$ cat config.mk
export PLATFORM = sky130hd
export DESIGN_NAME = pc_bank_ctrl
export DESIGN_NICKNAME = d
export VERILOG_FILES = /design/src/rtl/pcb_pkg.sv /design/src/rtl/pcb_arbiter.sv /design/src/rtl/pcb_mode_regs.sv /design/src/rtl/pcb_addr_path.sv /design/src/rtl/pc_bank_ctrl.sv
export SDC_FILE = /design/constraint.sdc
export NUM_CORES = 1
export LEC_CHECK = 0
export ABC_AREA = 1
export BUFFER_PORTS_ARGS = -buffer_cell sky130_fd_sc_hd__buf_2
export CAP_MARGIN = 5
export CORE_MARGIN = 1.5
export CORE_UTILIZATION = 47
export DETAILED_ROUTE_END_ITERATION = 10
export PLACE_DENSITY_LB_ADDON = 0.1
export SKIP_LAST_GASP = 1
export SYNTH_ARGS = -nofsm -noshare
export SYNTH_HDL_FRONTEND = slang
export SYNTH_SLANG_ARGS = --single-unit
$ cat constraint.sdc
create_clock -name clk -period 1.55 [get_ports clk]
set_input_delay 0.465 -clock clk [delete_from_list [all_inputs] [get_ports clk]]
set_output_delay 0.465 -clock clk [all_outputs]
set_load 0.05 [all_outputs]
$ cat src/rtl/pcb_pkg.sv
package pcb_pkg;
  typedef enum logic [2:0] {
    OP_HOLD = 3'd0,
    OP_STEP = 3'd1,
    OP_VEC  = 3'd2,
    OP_JMP  = 3'd3,
    OP_RET  = 3'd4
  } pc_op_e;
endpackage

$ cat src/rtl/pcb_arbiter.sv
module pcb_arbiter
  import pcb_pkg::*;
(
  input  logic   clk,
  input  logic   rst_n,
  input  logic   step_i,
  input  logic   jump_i,
  input  logic   irq_i,
  input  logic   ret_i,
  input  logic   in_service_i,
  output pc_op_e op_o
);
  always_comb begin
    if (ret_i)                          op_o = OP_RET;
    else if (jump_i)                    op_o = OP_JMP;
    else if (irq_i && !in_service_i)    op_o = OP_VEC;
    else if (step_i)                    op_o = OP_STEP;
    else                                op_o = OP_HOLD;
  end


  no_nested_vec_chk: assert property (@(posedge clk) disable iff (!rst_n)
    in_service_i |-> (op_o != OP_VEC));


  jump_over_irq_chk: assert property (@(posedge clk) disable iff (!rst_n)
    (jump_i && !ret_i) |-> (op_o == OP_JMP));
endmodule

$ cat src/rtl/pcb_mode_regs.sv
module pcb_mode_regs
  import pcb_pkg::*;
(
  input  logic   clk,
  input  logic   rst_n,
  input  pc_op_e op_i,
  input  logic   bank_sel_i,
  input  logic   bank_val_i,
  input  logic   ret_restore_i,
  output logic   bank_flag_o,
  output logic   in_service_o
);
  logic bank_q, bank_d;
  logic svc_q, svc_d;
  logic bank_en, svc_en;

  always_comb begin
    bank_en = bank_sel_i;
    bank_d  = bank_val_i;
    svc_en  = 1'b0;
    svc_d   = svc_q;
    if (op_i == OP_VEC) begin
      svc_en = 1'b1;
      svc_d  = 1'b1;
    end else if (op_i == OP_RET && ret_restore_i) begin
      svc_en = 1'b1;
      svc_d  = 1'b0;
    end
  end

  always_ff @(posedge clk or negedge rst_n) begin
    if (!rst_n) begin
      bank_q <= 1'b0;
      svc_q  <= 1'b0;
    end else begin
      if (bank_en) bank_q <= bank_d;
      if (svc_en)  svc_q  <= svc_d;
    end
  end

  assign bank_flag_o  = bank_q;
  assign in_service_o = svc_q;


  plain_ret_keeps_svc_chk: assert property (@(posedge clk) disable iff (!rst_n)
    (op_i == OP_RET && !ret_restore_i) |=> (svc_q == $past(svc_q)));
endmodule

$ cat src/rtl/pcb_addr_path.sv
module pcb_addr_path
  import pcb_pkg::*;
#(
  parameter int unsigned OFS_W   = 11,
  parameter int unsigned EXT_VEC = 3,
  parameter int unsigned TMR_VEC = 7,
  localparam int unsigned PC_W   = OFS_W + 1
) (
  input  logic             clk,
  input  logic             rst_n,
  input  pc_op_e           op_i,
  input  logic [OFS_W-1:0] target_i,
  input  logic [PC_W-1:0]  ret_pc_i,
  input  logic             bank_flag_i,
  input  logic             in_service_i,
  input  logic             irq_src_i,
  output logic [PC_W-1:0]  pc_o
);
  localparam logic [OFS_W-1:0] VEC_EXT = OFS_W'(EXT_VEC);
  localparam logic [OFS_W-1:0] VEC_TMR = OFS_W'(TMR_VEC);

  logic             bank_q, bank_d;
  logic [OFS_W-1:0] ofs_q, ofs_d;
  logic             pc_en;

  always_comb begin
    pc_en  = 1'b1;
    bank_d = bank_q;
    ofs_d  = ofs_q;
    unique case (op_i)
      OP_RET: begin
        bank_d = ret_pc_i[PC_W-1];
        ofs_d  = ret_pc_i[OFS_W-1:0];
      end
      OP_JMP: begin
        bank_d = bank_flag_i & ~in_service_i;
        ofs_d  = target_i;
      end
      OP_VEC: begin
        bank_d = 1'b0;
        ofs_d  = irq_src_i ? VEC_TMR : VEC_EXT;
      end
      OP_STEP: ofs_d = ofs_q + 1'b1;
      default: pc_en = 1'b0;
    endcase
  end

  always_ff @(posedge clk or negedge rst_n) begin
    if (!rst_n) begin
      bank_q <= 1'b0;
      ofs_q  <= '0;
    end else if (pc_en) begin
      bank_q <= bank_d;
      ofs_q  <= ofs_d;
    end
  end

  assign pc_o = {bank_q, ofs_q};


  step_wrap_chk: assert property (@(posedge clk) disable iff (!rst_n)
    (op_i == OP_STEP) |=> (bank_q == $past(bank_q)) &&
                          (ofs_q == OFS_W'($past(ofs_q) + 1'b1)));


  vector_chk: assert property (@(posedge clk) disable iff (!rst_n)
    (op_i == OP_VEC) |=> !bank_q && (ofs_q == VEC_EXT || ofs_q == VEC_TMR));


  hold_chk: assert property (@(posedge clk) disable iff (!rst_n)
    (op_i == OP_HOLD) |=> $stable(pc_o));
endmodule

$ cat src/rtl/pc_bank_ctrl.sv
module pc_bank_ctrl
  import pcb_pkg::*;
#(
  parameter int unsigned OFS_W   = 11,
  parameter int unsigned EXT_VEC = 3,
  parameter int unsigned TMR_VEC = 7,
  localparam int unsigned PC_W   = OFS_W + 1
) (
  input  logic             clk,
  input  logic             rst_n,
  input  logic             step_i,
  input  logic             jump_i,
  input  logic [OFS_W-1:0] target_i,
  input  logic             bank_sel_i,
  input  logic             bank_val_i,
  input  logic             irq_i,
  input  logic             irq_src_i,
  input  logic             ret_i,
  input  logic             ret_restore_i,
  input  logic [PC_W-1:0]  ret_pc_i,
  output logic [PC_W-1:0]  pc_o
);
  pc_op_e op;
  logic   bank_flag;
  logic   in_service;

  pcb_arbiter i_arb (
    .clk          (clk),
    .rst_n        (rst_n),
    .step_i       (step_i),
    .jump_i       (jump_i),
    .irq_i        (irq_i),
    .ret_i        (ret_i),
    .in_service_i (in_service),
    .op_o         (op)
  );

  pcb_mode_regs i_mode (
    .clk           (clk),
    .rst_n         (rst_n),
    .op_i          (op),
    .bank_sel_i    (bank_sel_i),
    .bank_val_i    (bank_val_i),
    .ret_restore_i (ret_restore_i),
    .bank_flag_o   (bank_flag),
    .in_service_o  (in_service)
  );

  pcb_addr_path #(
    .OFS_W   (OFS_W),
    .EXT_VEC (EXT_VEC),
    .TMR_VEC (TMR_VEC)
  ) i_addr (
    .clk          (clk),
    .rst_n        (rst_n),
    .op_i         (op),
    .target_i     (target_i),
    .ret_pc_i     (ret_pc_i),
    .bank_flag_i  (bank_flag),
    .in_service_i (in_service),
    .irq_src_i    (irq_src_i),
    .pc_o         (pc_o)
  );


  svc_jump_bank0_chk: assert property (@(posedge clk) disable iff (!rst_n)
    (in_service && jump_i && !ret_i) |=> !pc_o[PC_W-1]);


  ret_load_chk: assert property (@(posedge clk) disable iff (!rst_n)
    ret_i |=> (pc_o == $past(ret_pc_i)));


  bank_sel_quiet_chk: assert property (@(posedge clk) disable iff (!rst_n)
    (bank_sel_i && !jump_i && !ret_i && !irq_i && !step_i) |=> $stable(pc_o));
endmodule

# Word-level counts from Yosys, hierarchy flattened
# Index checks and enable logic that the tools add are counted.
# W data, S select, Z words.
dict set report word_totals {
  reg_bits 14
  out_inout_bits 12
}
dict set report classes {
  addsub 1
  n_eq_ne 4
  muxes 12
  bitwise 2
  n_reduce_logical 10
}
# op count
set ops {}
lappend ops {{$pmux W11 S4} 1}
lappend ops {{$mux W3} 4}
lappend ops {{$add A11 B1 Y11 const B} 1}
lappend ops {{$eq A3 B2 Y1 const B} 2}
lappend ops {{$mux W1} 6}
lappend ops {{$reduce_and A2 Y1} 3}
lappend ops {{$reduce_bool A4 Y1} 1}
lappend ops {{$reduce_or A4 Y1} 1}
lappend ops {{$eq A3 B1 Y1 const B} 1}
lappend ops {{$eq A3 B3 Y1 const B} 1}
lappend ops {{$pmux W1 S3} 1}
lappend ops {{$reduce_bool A3 Y1} 1}
lappend ops {{$logic_and A1 B1 Y1} 2}
lappend ops {{$reduce_bool A2 Y1} 1}
lappend ops {{$and A1 B1 Y1} 1}
lappend ops {{$logic_not A1 Y1} 1}
lappend ops {{$not A1 Y1} 1}

# Logic depth before layout (Yosys ltp)
dict set report depth {
  word_depth 10
  ltp_mapped 10
}

# Modules after synthesis
# Synthesis repeated with hierarchy kept, for this count alone.
dict set report unflattened {
  hier_cells 166
  hier_area_um2 1057.3
}
# mod n_inst cells_per_inst area_each_um2 seq_area_each_um2
set modules_own_cells {}
lappend modules_own_cells {pcb_addr_path 1 146 919.6 300.3}
lappend modules_own_cells {pcb_mode_regs 1 13 96.3 50.0}
lappend modules_own_cells {pcb_arbiter 1 7 41.3 0.0}

# Least setup slack after synthesis
# OpenSTA, ideal clock, no wires.
dict set report synth_path {
  path_kind {register to register}
  startpoint {register i_addr.ofs_q[0]}
  endpoint {register i_addr.ofs_q[4]}
  arrival_ns 1.524
  t_required_ns 1.432
  path_slack_ns -0.092
  path_stages_with_launch 9
  n_path_buf 0
  path_cell_list {dfrtp_1 ha_1 nand2_1 nor2_1 or2_2 nand3_1 nand3_1 nand2_1 nand2_1}
}
dict set report synth_via {
  elab_chain_cells 2
}
# item line
set synth_lines {}
lappend synth_lines {{from (decl)} pcb_addr_path.sv:23} ;# logic [OFS_W-1:0] ofs_q, ofs_d;
lappend synth_lines {{from (signal assigned)} pcb_addr_path.sv:54} ;# ofs_q <= ofs_d;
lappend synth_lines {{$add A11 B1 Y11} pcb_addr_path.sv:43} ;# OP_STEP: ofs_d = ofs_q + 1'b1;
lappend synth_lines {{$pmux W11 S4} pcb_addr_path.sv:30} ;# unique case (op_i)
# No other way between the ends.
# A chain may end at the register's enable or synchronous reset.

# Final worst setup path
dict set report layout_path {
  startpoint {register i_addr.ofs_q[0]}
  endpoint {output port pc_o[0]}
}
# item line
set layout_lines {}
lappend layout_lines {{to (decl)} pc_bank_ctrl.sv:21} ;# output logic [PC_W-1:0] pc_o
# No word-level cell between the ends.

==> flow_summary.ini <==
[detailed_routing]
drtPass1Iterations = 4
ant_nets = 0
drc = 0
wl_per_cell_um = 12.2
drt-total-wl_um = 3020
vias = 1262
vias_per_cell = 5.09
drt_iter0_markers = 26

[sta]
slew_viol_final = 0
setup_violations = 0
fmaxAchievable_ghz = 0.658
min_period_ps = 1520
tns_ps = 0
maxSlewHeadroom = 0.777
finalCritPeriodShare = 0.980
clock_skew_ps = 4.74
hold_viol = 0
rsz0062_at_grt = yes
tightest_slew_ps = 331

[final_layout]
drive_gt1_frac = 0.300
layout_common_cells = nand2_1 (65), buf_2 (41), inv_1 (21), nand3_1 (21), dfrtp_1 (12)
antenna_cells = 0
nets = 255
layout.cells.most_common = nand2_1
syn_to_final_growth_pct = 29.1
n_fill_cell = 220

[clocking]
clk_pin_slew_worst_paths_ps = 100
clk_latency_ps = 290
ctsHtreeMaxLevel = 1
numCtsBuffers = 3
cts-hold-fix-buffers = 0
post_cts_buffers = 0
cts_sinks = 14
ctsLongestPathBuffers = 2
post_cts_resized = 0
cts_tree = yes
clockRootBuffer = clkbuf_4

[global_routing]
grt_pass1_wl_um = 5100
grt_antenna_before_repair = 0
grt_max_degree = 15
grt_pass1_vias = 1154
grt_usage = 0.264
grt_overflow = 0

[die]
core_area_mm2 = 0.00221
fp.dieW_um = 51.2
row_count = 17
dieHeight_um = 51.2
ios = 45
dieArea_mm2 = 0.00263
initial_core_util = 0.494

[synth]
syn_area_mm2 = 0.00109
synthAdderAreaFrac = 0.0114
synth_cell_type_count = 24
syn_nets = 204
ys.flop_type = dfrtp_1
synth_cells = 170
synthArstFlopShare = 1.00
muxShareOfSynthArea = 0.0103
synth-simple-area-share = 0.441
synth_top_family_by_area = simple AND/OR/NAND/NOR gates
synth_xor_area_frac = 0.00801
synth-seq-cells = 14
seq_area_frac_synth = 0.320
synth_compound_area_frac = 0.109
postSynthAreaPerCell_um2 = 6.43
synth_edf_count = 0
synth-warning-count = 0

[worst_setup_path]
cp_max_fo = 4
setup.worst_path.start_class = flip-flop
required_ps = 1080
reg2reg_slack_ps = 50
worst-r2r-cell-count = 8
reg2reg_from = i_addr.ofs_q[1]
cp-end-kind = primary output
crit_arrival_ps = 1050
criticalPathCategory = flip-flop to primary output
critPathLaunch = i_addr.ofs_q[0]

[min_path]
worst_hold_path_type = input pin to asynchronous set/reset pin

[power_and_ir_drop]
vdd_drop_max_v = 0.000528
power_uw = 1220
leakage_uw = 0.000816
p_per_area_mw_per_mm2 = 868

[place]
dp_hpwl_um = 2320
io_buffers = 44
place_congestion = 0.805

[flow_run]
maxCapViolCount = 0

[outcome]
status = finished, final reports clean
where the power goes:
| group | internal [uW] | switching [uW] |
|---|---|---|
| clock network | 143 | 137 |
| registers | 412 | 53.6 |
| logic | 152 | 327 |
| total | 707 | 518 |
cell usage after synthesis, drive strengths merged (2+ instances only):
cell type / number / share of area
a21o: 3 / 0.021
a21oi: 6 / 0.027
buf: 2 / 0.017
dfrtp: 14 / 0.32
inv: 23 / 0.084
nand2: 65 / 0.22
nand3: 23 / 0.12
nand4: 2 / 0.011
nor2: 16 / 0.079
o21ai: 11 / 0.054
final timing paths:
check                                     end
max in group asynchronous     i_addr.ofs_q[1]
setup reg to reg              i_addr.ofs_q[4]
min in group clk           i_mode.bank_flag_o
setup / recovery                      pc_o[0]
hold / removal                i_addr.ofs_q[2]
hold reg to reg                 i_addr.bank_q
layer usage:
| metal | wire (um) | GRT usage | up-vias | part of all wire |
|---|---|---|---|---|
| met5 | 0 | 0 | - | 0 |
| met4 | 25 | 0.0877 | 0 | 0.0083 |
| met3 | 163 | 0.0351 | 4 | 0.054 |
| met2 | 1530 | 0.465 | 38 | 0.51 |
| met1 | 1300 | 0.330 | 581 | 0.43 |
| li1 | - | - | 639 | - |
cell type report:
class                      instances  area (um^2)  share of cell area
clock buffer                       4         36.3              0.0257
timing repair buffer              48          258               0.183
tap                               28         35.0              0.0248
multi-input combinational        131          638               0.452
sequential                        14          353               0.250
inverter                          23         91.3              0.0647
sequential cells by signal (all words and copies together) (netlist names):
name                 cells
i_addr.ofs_q            11
i_addr.bank_q            1
i_mode.bank_flag_o       1
i_mode.in_service_o      1
cell families (layout without fill, tap and decap cells):
logic type      count (synthesis)  in the layout
simple gates                  107            107
buf+inv                        25             75
compound gates                 21             21
flops                          14             14
fa+ha+maj                       1              1
xor+xnor                        1              1
mux                             1              1
through the flow:
| step | utilization | instances | hold WS [ps] | setup slack [ps] | cell area, um^2 |
|---|---|---|---|---|---|
| after floorplan | - | 170 | 169 | 22.6 | 1100 |
| after global placement | 0.616 | 244 | 387 | 110 | 1360 |
| after detailed placement | 0.616 | 244 | 389 | 42.2 | 1360 |
| after CTS | 0.632 | 248 | 66.2 | 4.22 | 1400 |
| after global routing | 0.638 | 248 | 81.4 | -26.1 | 1410 |
| final | 0.638 | 248 | 54.7 | 30.4 | 1410 |
critical path, cell delays in order, from the launching register on:
cell and delay, ps:
dfrtp_2 430, buf_4 150, buf_4 180
(Power assumes the default switching activity.)
